<file path="config.mk">
export PLATFORM = sky130hd
export DESIGN_NAME = cntdn_timer
export DESIGN_NICKNAME = d
export VERILOG_FILES = /design/src/rtl/tmr_pkg.sv /design/src/rtl/tmr_regs.sv /design/src/rtl/tmr_prescale.sv /design/src/rtl/tmr_core.sv /design/src/rtl/cntdn_timer.sv
export SDC_FILE = /design/constraint.sdc
export NUM_CORES = 1
export LEC_CHECK = 0
export ABC_AREA = 0
export ABC_CLOCK_PERIOD_IN_PS = 7400
export BUFFER_PORTS_ARGS = -buffer_cell sky130_fd_sc_hd__buf_2
export CORE_ASPECT_RATIO = 1.75
export CORE_MARGIN = 5
export CORE_UTILIZATION = 60
export CTS_BUF_LIST = sky130_fd_sc_hd__clkbuf_2 sky130_fd_sc_hd__clkbuf_4 sky130_fd_sc_hd__clkbuf_8
export DETAILED_ROUTE_END_ITERATION = 8
export GPL_ROUTABILITY_DRIVEN = 0
export PLACE_DENSITY = 0.89
export SKIP_LAST_GASP = 1
export SLEW_MARGIN = 20
export SYNTH_ARGS = -nofsm -noshare
export SYNTH_HDL_FRONTEND = slang
export SYNTH_SLANG_ARGS = --single-unit
</file>
<file path="constraint.sdc">
create_clock -name clk -period 7.4 [get_ports clk]
set_input_delay 1.48 -clock clk [delete_from_list [all_inputs] [get_ports clk]]
set_output_delay 1.48 -clock clk [all_outputs]
set_load 0.01 [all_outputs]
</file>
<file path="src/rtl/tmr_pkg.sv">
package tmr_pkg;

    localparam int ADDR_W = 12;
    localparam int DATA_W = 32;
    localparam int VEC_W  = 8;
    localparam int PRE_W  = 7;   // wide enough for the largest divisor minus one (127)

    localparam logic [ADDR_W-1:0] OFF_CTRL = 12'h320;
    localparam logic [ADDR_W-1:0] OFF_INIT = 12'h380;
    localparam logic [ADDR_W-1:0] OFF_CUR  = 12'h390;
    localparam logic [ADDR_W-1:0] OFF_DIV  = 12'h3E0;

    localparam int BIT_BUSY = 12;
    localparam int BIT_MASK = 16;
    localparam int BIT_MODE = 17;

    typedef enum logic {
        MODE_ONCE   = 1'b0,
        MODE_REPEAT = 1'b1
    } tmr_mode_e;

    typedef struct packed {
        tmr_mode_e        mode;
        logic             mask;
        logic [VEC_W-1:0] vector;
    } tmr_ctrl_t;

    // The three scattered divide bits, gathered into one code.
    function automatic logic [2:0] gather_code(input logic [DATA_W-1:0] w);
        return {w[3], w[1], w[0]};
    endfunction

    // Last prescaler value before a step: the divisor minus one.
    function automatic logic [PRE_W-1:0] step_limit(input logic [2:0] code);
        logic [PRE_W:0] d;
        if (code == 3'b111) begin
            return '0;
        end
        d = (PRE_W+1)'(2) << code;
        return PRE_W'(d - 1'b1);
    endfunction

endpackage

</file>
<file path="src/rtl/tmr_regs.sv">
module tmr_regs
    import tmr_pkg::*;
#(
    parameter int CNT_W = 32
) (
    input  logic              clk,
    input  logic              rst,
    input  logic              wr_en,
    input  logic [ADDR_W-1:0] addr,
    input  logic [DATA_W-1:0] wdata,
    input  logic              busy,
    input  logic [CNT_W-1:0]  cur_count,
    output tmr_ctrl_t         ctrl,
    output logic [CNT_W-1:0]  init_q,
    output logic [2:0]        code_q,
    output logic              load,
    output logic              div_wr,
    output logic [DATA_W-1:0] rdata
);

    logic ctrl_wr;

    assign ctrl_wr = wr_en && (addr == OFF_CTRL);
    assign load    = wr_en && (addr == OFF_INIT);
    assign div_wr  = wr_en && (addr == OFF_DIV);

    always_ff @(posedge clk) begin
        if (rst) begin
            ctrl.mode   <= MODE_ONCE;
            ctrl.mask   <= 1'b1;
            ctrl.vector <= '0;
            init_q      <= '0;
            code_q      <= '0;
        end else begin
            if (ctrl_wr) begin
                ctrl.mode   <= tmr_mode_e'(wdata[BIT_MODE]);
                ctrl.mask   <= wdata[BIT_MASK];
                ctrl.vector <= wdata[VEC_W-1:0];
            end
            if (load) begin
                init_q <= CNT_W'(wdata);
            end
            if (div_wr) begin
                code_q <= gather_code(wdata);
            end
        end
    end

    always_comb begin
        rdata = '0;
        unique case (addr)
            OFF_CTRL: begin
                rdata[VEC_W-1:0] = ctrl.vector;
                rdata[BIT_BUSY]  = busy;
                rdata[BIT_MASK]  = ctrl.mask;
                rdata[BIT_MODE]  = ctrl.mode;
            end
            OFF_INIT: rdata = DATA_W'(init_q);
            OFF_CUR:  rdata = DATA_W'(cur_count);
            OFF_DIV:  rdata = {28'b0, code_q[2], 1'b0, code_q[1:0]};
            default:  rdata = '0;
        endcase
    end

    // the busy bit seen on a control read follows the core, not the write data
    a_r2_busy_readonly: assert property (@(posedge clk) disable iff (rst)
        (addr == OFF_CTRL) |-> (rdata[BIT_BUSY] == busy));

endmodule

</file>
<file path="src/rtl/tmr_prescale.sv">
module tmr_prescale
    import tmr_pkg::*;
(
    input  logic             clk,
    input  logic             rst,
    input  logic             restart,
    input  logic [2:0]       code,
    output logic             tick
);

    logic [PRE_W-1:0] phase;
    logic [PRE_W-1:0] limit;

    assign limit = step_limit(code);
    assign tick  = (phase == limit);

    always_ff @(posedge clk) begin
        if (rst || restart || tick) begin
            phase <= '0;
        end else begin
            phase <= phase + 1'b1;
        end
    end

    // with any divisor above one, two steps never come back to back
    a_r3_no_double_step: assert property (@(posedge clk) disable iff (rst)
        (tick && code != 3'b111 && !restart && $stable(code)) |=> !tick);

endmodule

</file>
<file path="src/rtl/tmr_core.sv">
module tmr_core
    import tmr_pkg::*;
#(
    parameter int CNT_W = 32
) (
    input  logic             clk,
    input  logic             rst,
    input  logic             load,
    input  logic [CNT_W-1:0] load_val,
    input  logic [CNT_W-1:0] reload_val,
    input  logic             tick,
    input  tmr_ctrl_t        ctrl,
    input  logic             ack,
    output logic [CNT_W-1:0] cur,
    output logic             pulse,
    output logic [VEC_W-1:0] vec_out,
    output logic             busy
);

    logic expire;
    logic emit;

    assign expire = !load && tick && (cur == CNT_W'(1));
    assign emit   = expire && !ctrl.mask;

    always_ff @(posedge clk) begin
        if (rst) begin
            cur     <= '0;
            pulse   <= 1'b0;
            vec_out <= '0;
            busy    <= 1'b0;
        end else begin
            if (load) begin
                cur <= load_val;
            end else if (tick && cur != '0) begin
                if (cur == CNT_W'(1)) begin
                    cur <= (ctrl.mode == MODE_REPEAT) ? reload_val : '0;
                end else begin
                    cur <= cur - 1'b1;
                end
            end
            pulse <= emit;
            if (emit) begin
                vec_out <= ctrl.vector;
            end
            if (emit) begin
                busy <= 1'b1;
            end else if (ack) begin
                busy <= 1'b0;
            end
        end
    end

    // a one-shot expiry yields a single-cycle pulse
    a_r5_single_pulse: assert property (@(posedge clk) disable iff (rst)
        (pulse && ctrl.mode == MODE_ONCE && $stable(ctrl.mode)) |=> !pulse);

    // a pulse only follows a cycle in which the mask was clear
    a_r7_mask_blocks: assert property (@(posedge clk) disable iff (rst)
        pulse |-> !$past(ctrl.mask));

    // busy is always up alongside a pulse
    a_r8_busy_with_pulse: assert property (@(posedge clk) disable iff (rst)
        pulse |-> busy);

    // an acknowledge with no new pulse drops busy
    a_r8_ack_clears: assert property (@(posedge clk) disable iff (rst)
        (busy && ack && !emit) |=> !busy);

endmodule

</file>
<file path="src/rtl/cntdn_timer.sv">
module cntdn_timer
    import tmr_pkg::*;
#(
    parameter int CNT_W = 32
) (
    input  logic              clk,
    input  logic              rst,
    input  logic              reg_wr,
    input  logic [11:0]       reg_addr,
    input  logic [31:0]       reg_wdata,
    output logic [31:0]       reg_rdata,
    output logic              irq_pulse,
    output logic [7:0]        irq_vector,
    input  logic              irq_ack
);

    tmr_ctrl_t        ctrl;
    logic [CNT_W-1:0] init_q;
    logic [CNT_W-1:0] cur;
    logic [2:0]       code_q;
    logic             load;
    logic             div_wr;
    logic             tick;
    logic             busy;

    tmr_regs #(.CNT_W(CNT_W)) u_regs (
        .clk       (clk),
        .rst       (rst),
        .wr_en     (reg_wr),
        .addr      (reg_addr),
        .wdata     (reg_wdata),
        .busy      (busy),
        .cur_count (cur),
        .ctrl      (ctrl),
        .init_q    (init_q),
        .code_q    (code_q),
        .load      (load),
        .div_wr    (div_wr),
        .rdata     (reg_rdata)
    );

    tmr_prescale u_pre (
        .clk     (clk),
        .rst     (rst),
        .restart (load || div_wr),
        .code    (code_q),
        .tick    (tick)
    );

    tmr_core #(.CNT_W(CNT_W)) u_core (
        .clk        (clk),
        .rst        (rst),
        .load       (load),
        .load_val   (CNT_W'(reg_wdata)),
        .reload_val (init_q),
        .tick       (tick),
        .ctrl       (ctrl),
        .ack        (irq_ack),
        .cur        (cur),
        .pulse      (irq_pulse),
        .vec_out    (irq_vector),
        .busy       (busy)
    );

    // a write of the initial count appears in the current count on the next cycle
    a_r4_load_visible: assert property (@(posedge clk) disable iff (rst)
        load |=> (cur == $past(CNT_W'(reg_wdata))));

endmodule

</file>
Word-level counts from Yosys, hierarchy flattened:

Cells that the tools add are included.
Widths: inputs -> output; s select.

* shift-type cells: 1
* equal/unequal tests: 7
* $add $sub $neg: 3
* mux-type cells: 15
* reduce and logical (&&, ||, !) cells: 15

Operator list (number)
* $mux 32: 4
* $eq 12x10->1 const B: 4
* $eq 32x1->1 const B: 1
* $pmux 8 s4: 1
* $reduce_bool 32->1: 1
* $sub 32x1->32 const B: 1
* $pmux 14 s2: 1
* $mux 7: 2
* $pmux 4 s2: 1
* $add 7x1->7 const B: 1
* $eq 7x7->1: 1
* $logic_and 1x1->1: 7
* $shl 2x3->7 const A: 1
* $sub 7x1->7 const B: 1
* $pmux 2 s3: 1
* $pmux 3 s2: 1
* $reduce_bool 2->1: 2
* $eq 3x3->1 const B: 1
* $logic_or 1x1->1: 3
* $mux 1: 3
* $pmux 1 s3: 1
* $logic_not 1->1: 2

* output and inout bits: 41
* register bits after elaboration: 94

Longest topological paths before layout:

* word-level depth: 8
* gate-level depth with buffers: 13

Cells and area by module:

Synthesis repeated with hierarchy kept, for this count alone.

* cells, all modules: 751
* area total of the unflattened synthesis: 6229.7 um2

By module, submodules not included
* tmr_core: cells an instance 388, area an instance 2922.8 um2, instances 1, sequential area each 840.8 um2
* tmr_regs: cells an instance 288, area an instance 2671.3 um2, instances 1, sequential area each 900.9 um2
* tmr_prescale: cells an instance 74, area an instance 629.4 um2, instances 1, sequential area each 140.1 um2
* cntdn_timer: cells an instance 1, area an instance 6.3 um2, instances 1, sequential area each 0.0 um2

Least setup slack after synthesis:

OpenSTA, ideal clock, no wires.

* kind: in2out
* from: input port reg_addr[1]
* to: output port reg_rdata[0]
* stages on the path: 7
* slack: 2696 ps
* path buffers: 1
* arrival: 3224 ps
* cell sequence: or4_1 > nor3_1 > nand2_1 > nor3_1 > clkbuf_1 > a22oi_1 > o21ai_0

* word-level cells in the longest chain between the ends: 2

Ends and longest elaborated chain
* start: declaration: RTL line cntdn_timer.sv:9 `input logic [11:0] reg_addr,`
* $eq 12x10->1: RTL line tmr_regs.sv:51 `unique case (addr)`
* $pmux 8 s4 *: RTL line tmr_regs.sv:51
* end: declaration: RTL line cntdn_timer.sv:11 `output logic [31:0] reg_rdata,`

Mark *: on every way between the ends. The rest lies on a longest branch, timed or not.

Worst setup path after layout:

* from: input port reg_addr[4]
* to: output port reg_rdata[1]

The elaborated chain is that of the path after synthesis.

==> key figures <==
Status
  • Status: finished clean

Drt
  • Final ANT Viol Nets: 0
  • DRT iter0 DRCs: 754
  • Pre-Repair DR Iteration Count: 6
  • Final wirelength: 17200 um
  • Via-to-Cell Ratio: 6.59
  • Drt wl/cell: 18.9 um
  • # DRC: 0
  • Via Count: 6019

Logic synthesis
  • Top FF cell, synth: dfxtp_1
  • Cells after Synth: 744
  • Ys Warns: 0
  • Number of synthesized flops with an enable pin: 0
  • Most frequent cell after synthesis: nand2_1
  • Synthesized cell area: 5640 um2
  • Post-synthesis sequential area ratio: 0.334
  • Main area contributors after synthesis: dfxtp_1 (33%), mux2i_1 (8.2%), nand2_1 (8.1%)
  • Share of the synthesized area in the top cell type: 0.334
  • Post-synth top area cell: dfxtp_1
  • Top cells by count, synth: nand2_1 (122), dfxtp_1 (94), a21oi_1 (77)
  • Synth cell types: 70
  • Yosys reg bits: 94
  • Post-synth ARST share: 0
  • Synth Net Count: 797
  • Average size of a mapped cell: 7.58 um2

Clock network
  • H-Tree Depth: 3
  • Post-CTS setup buffers: 0
  • Worst skew pair latency: 390 ps
  • Clk sinks: 94
  • Post-CTS Hold Fix Bufs: 0
  • CTS resizes: 0
  • Root buffer cell: clkbuf_8
  • CTS buffer count: 9
  • Clock-pin slew on the worst setup and hold paths: 90 ps
  • CTS tree: yes
  • Clock Path Buffers: 2

STA
  • Max Freq: 199 MHz
  • Crit share post-route: 0.679
  • Layout Skew: 15.0 ps
  • Setup-failing EPs final: 0
  • Setup TNS: 0 ps
  • Final Hold Viols: 0
  • Unrepaired setup endpoints after global routing: no
  • Period minus WS final: 5020 ps
  • Final worst slack: 2380 ps
  • Slew headroom: 0.241
  • Slew Limit Fails: 0
  • Slew of the pin with the lowest slew margin: 1140 ps

Min path
  • Worst hold path type: reg2reg

Layout
  • Nets: 841
  • N_diodes: 0
  • Area delta synth->final: 10.3%
  • Share of post-route cells with drive strength above 1: 0.168
  • Multi-input gate area: 3470 um2
  • Fillers: 767
  • Design Area, Final: 6220 um2
  • Layout Utilization: 0.680
  • Reg area: 1880 um2

Power
  • Sw Ratio: 0.442
  • Final Power: 2.01 mW
  • Peak supply drop: 0.218 mV
  • Clock share of power: 0.177
  • PwrDens: 324 nW/um2
  • Seq pwr share: 0.327
  • P_sw: 0.890 mW
  • Static leakage: 2.35 nW
  • Int Pwr: 1.12 mW
  • Combinational share of power: 0.496

Floorplanning
  • Die X: 83.3 um
  • Starting Density: 0.616
  • I/O Pins: 89
  • Die span in y: 138 um
  • Die area: 11500 um2
  • CORE AREA: 9150 um2
  • Site row count: 46

Worst setup path
  • Startpoint types: input pin
  • Maximum fanout along the worst path: 34
  • CP peak stage delay: 840 ps
  • Worst Path Class, Setup: in2out
  • Worst-path cell chain: buf_2 -> nor3_1 -> nand2_1 -> nor3_2 -> buf_4 -> a221o_1 -> buf_2
  • Worst setup EP type: output pin
  • CP Data Required Time: 5920 ps
  • Slowest CP cell: buf_2
  • Crit path DAT: 3540 ps
  • Most frequent cell on the critical path: buf_2

Place
  • Dpl cell area: 6020 um2
  • Port bufs: 88
  • Post-DP HPWL: 11900 um
  • Setup WS pre-CTS: 2260 ps

Run
  • Max Cap Viol: 0

Global routing
  • Grt ovf: 0
  • Number of global-route vias before repair: 5953
  • Initial antenna violation count: 0
  • Overall Global Routing Usage: 0.284
  • Largest net degree at the start of global routing: 79
  • First-pass GRT wire length: 27400 um
## flip-flops by register name, summed over array words and instances (netlist names)
name,cells
u_regs.ctrl,10
u_core.pulse,1
u_core.vec_out,8
u_core.busy,1
u_regs.code_q,3
u_regs.init_q,32
u_pre.phase,7
u_core.cur,32
## final timing paths
path | from | endpoint | slack, ps | depth (start not counted)
min | u_regs.init_q[22]$_SDFFE_PP0P_ | u_regs.init_q[22]$_SDFFE_PP0P_ | 470 | 2
max | reg_addr[4] | reg_rdata[1] | 2380 | 7
min reg2reg | u_regs.init_q[22]$_SDFFE_PP0P_ | u_regs.init_q[22]$_SDFFE_PP0P_ | 470 | 2
max reg2reg | u_regs.code_q[2]$_SDFFE_PP0P_ | u_core.cur[18]$_SDFFE_PP0P_ | 3200 | 9
## worst max-delay path: cells and delay by family
family	cells	cell delay [ps]
buf+inv	3	1190
simple gates	3	500
compound gates	1	360
## power groups by stage
stage	logic, mW	clock network, mW	registers, mW
finish	0.999	0.356	0.657
global route	1.08	0.378	0.666
CTS	0.977	0.357	0.652
detailed placement	0.968	0	0.664
global placement	0.937	0	0.659
floorplan	0.793	0	0.628
## final cells by class
type / count / area share
Clock buffer: 10 / 0.0211
Tap cell: 120 / 0.0241
Sequential cell: 94 / 0.302
Clock inverter: 6 / 0.0115
Inverter: 8 / 0.00483
Multi-Input combinational cell: 581 / 0.558
Timing Repair Buffer: 94 / 0.0780
## cells in the final DEF (no fill, tap or decap), types with 6 or more instances in the layout
master    instances
clkbuf_8          9
nand4_1           7
nor2_1           76
buf_4             6
mux2i_1          46
o32ai_1          10
a21oi_1          77
inv_1             8
nand2_1         121
xnor2_1          12
and3_1           13
nand3_1          37
or3_1             8
buf_2            88
dfxtp_1          94
nor3_1           23
o21ai_0          35
a31oi_1          11
## through the flow
stage	cells	hold WS (ps)
floorplan	744	444
global placement	897	453
detailed placement	897	462
CTS	913	475
global route	913	498
finish	913	474
## logic make-up after synthesis
| logic type | after synthesis | share of synthesized area |
|---|---|---|
| XOR/XNOR | 17 | 0.0264 |
| flip-flops | 94 | 0.334 |
| AO/OA/AOI/OAI | 189 | 0.213 |
| AND/OR/NAND/NOR | 323 | 0.278 |
| adder cells (fa/ha/maj) | 5 | 0.0111 |
| multiplexers | 47 | 0.0836 |
| buffers and inverters | 69 | 0.0541 |
## metal layers
layer / wire (um) / global-route usage / up-vias
li1: - / - / 2770
met1: 6010 / 0.301 / 2738
met2: 8720 / 0.498 / 406
met3: 1590 / 0.0577 / 105
met4: 929 / 0.190 / 0
met5: 0 / 0 / -
Power figures use the tool's default switching activity.
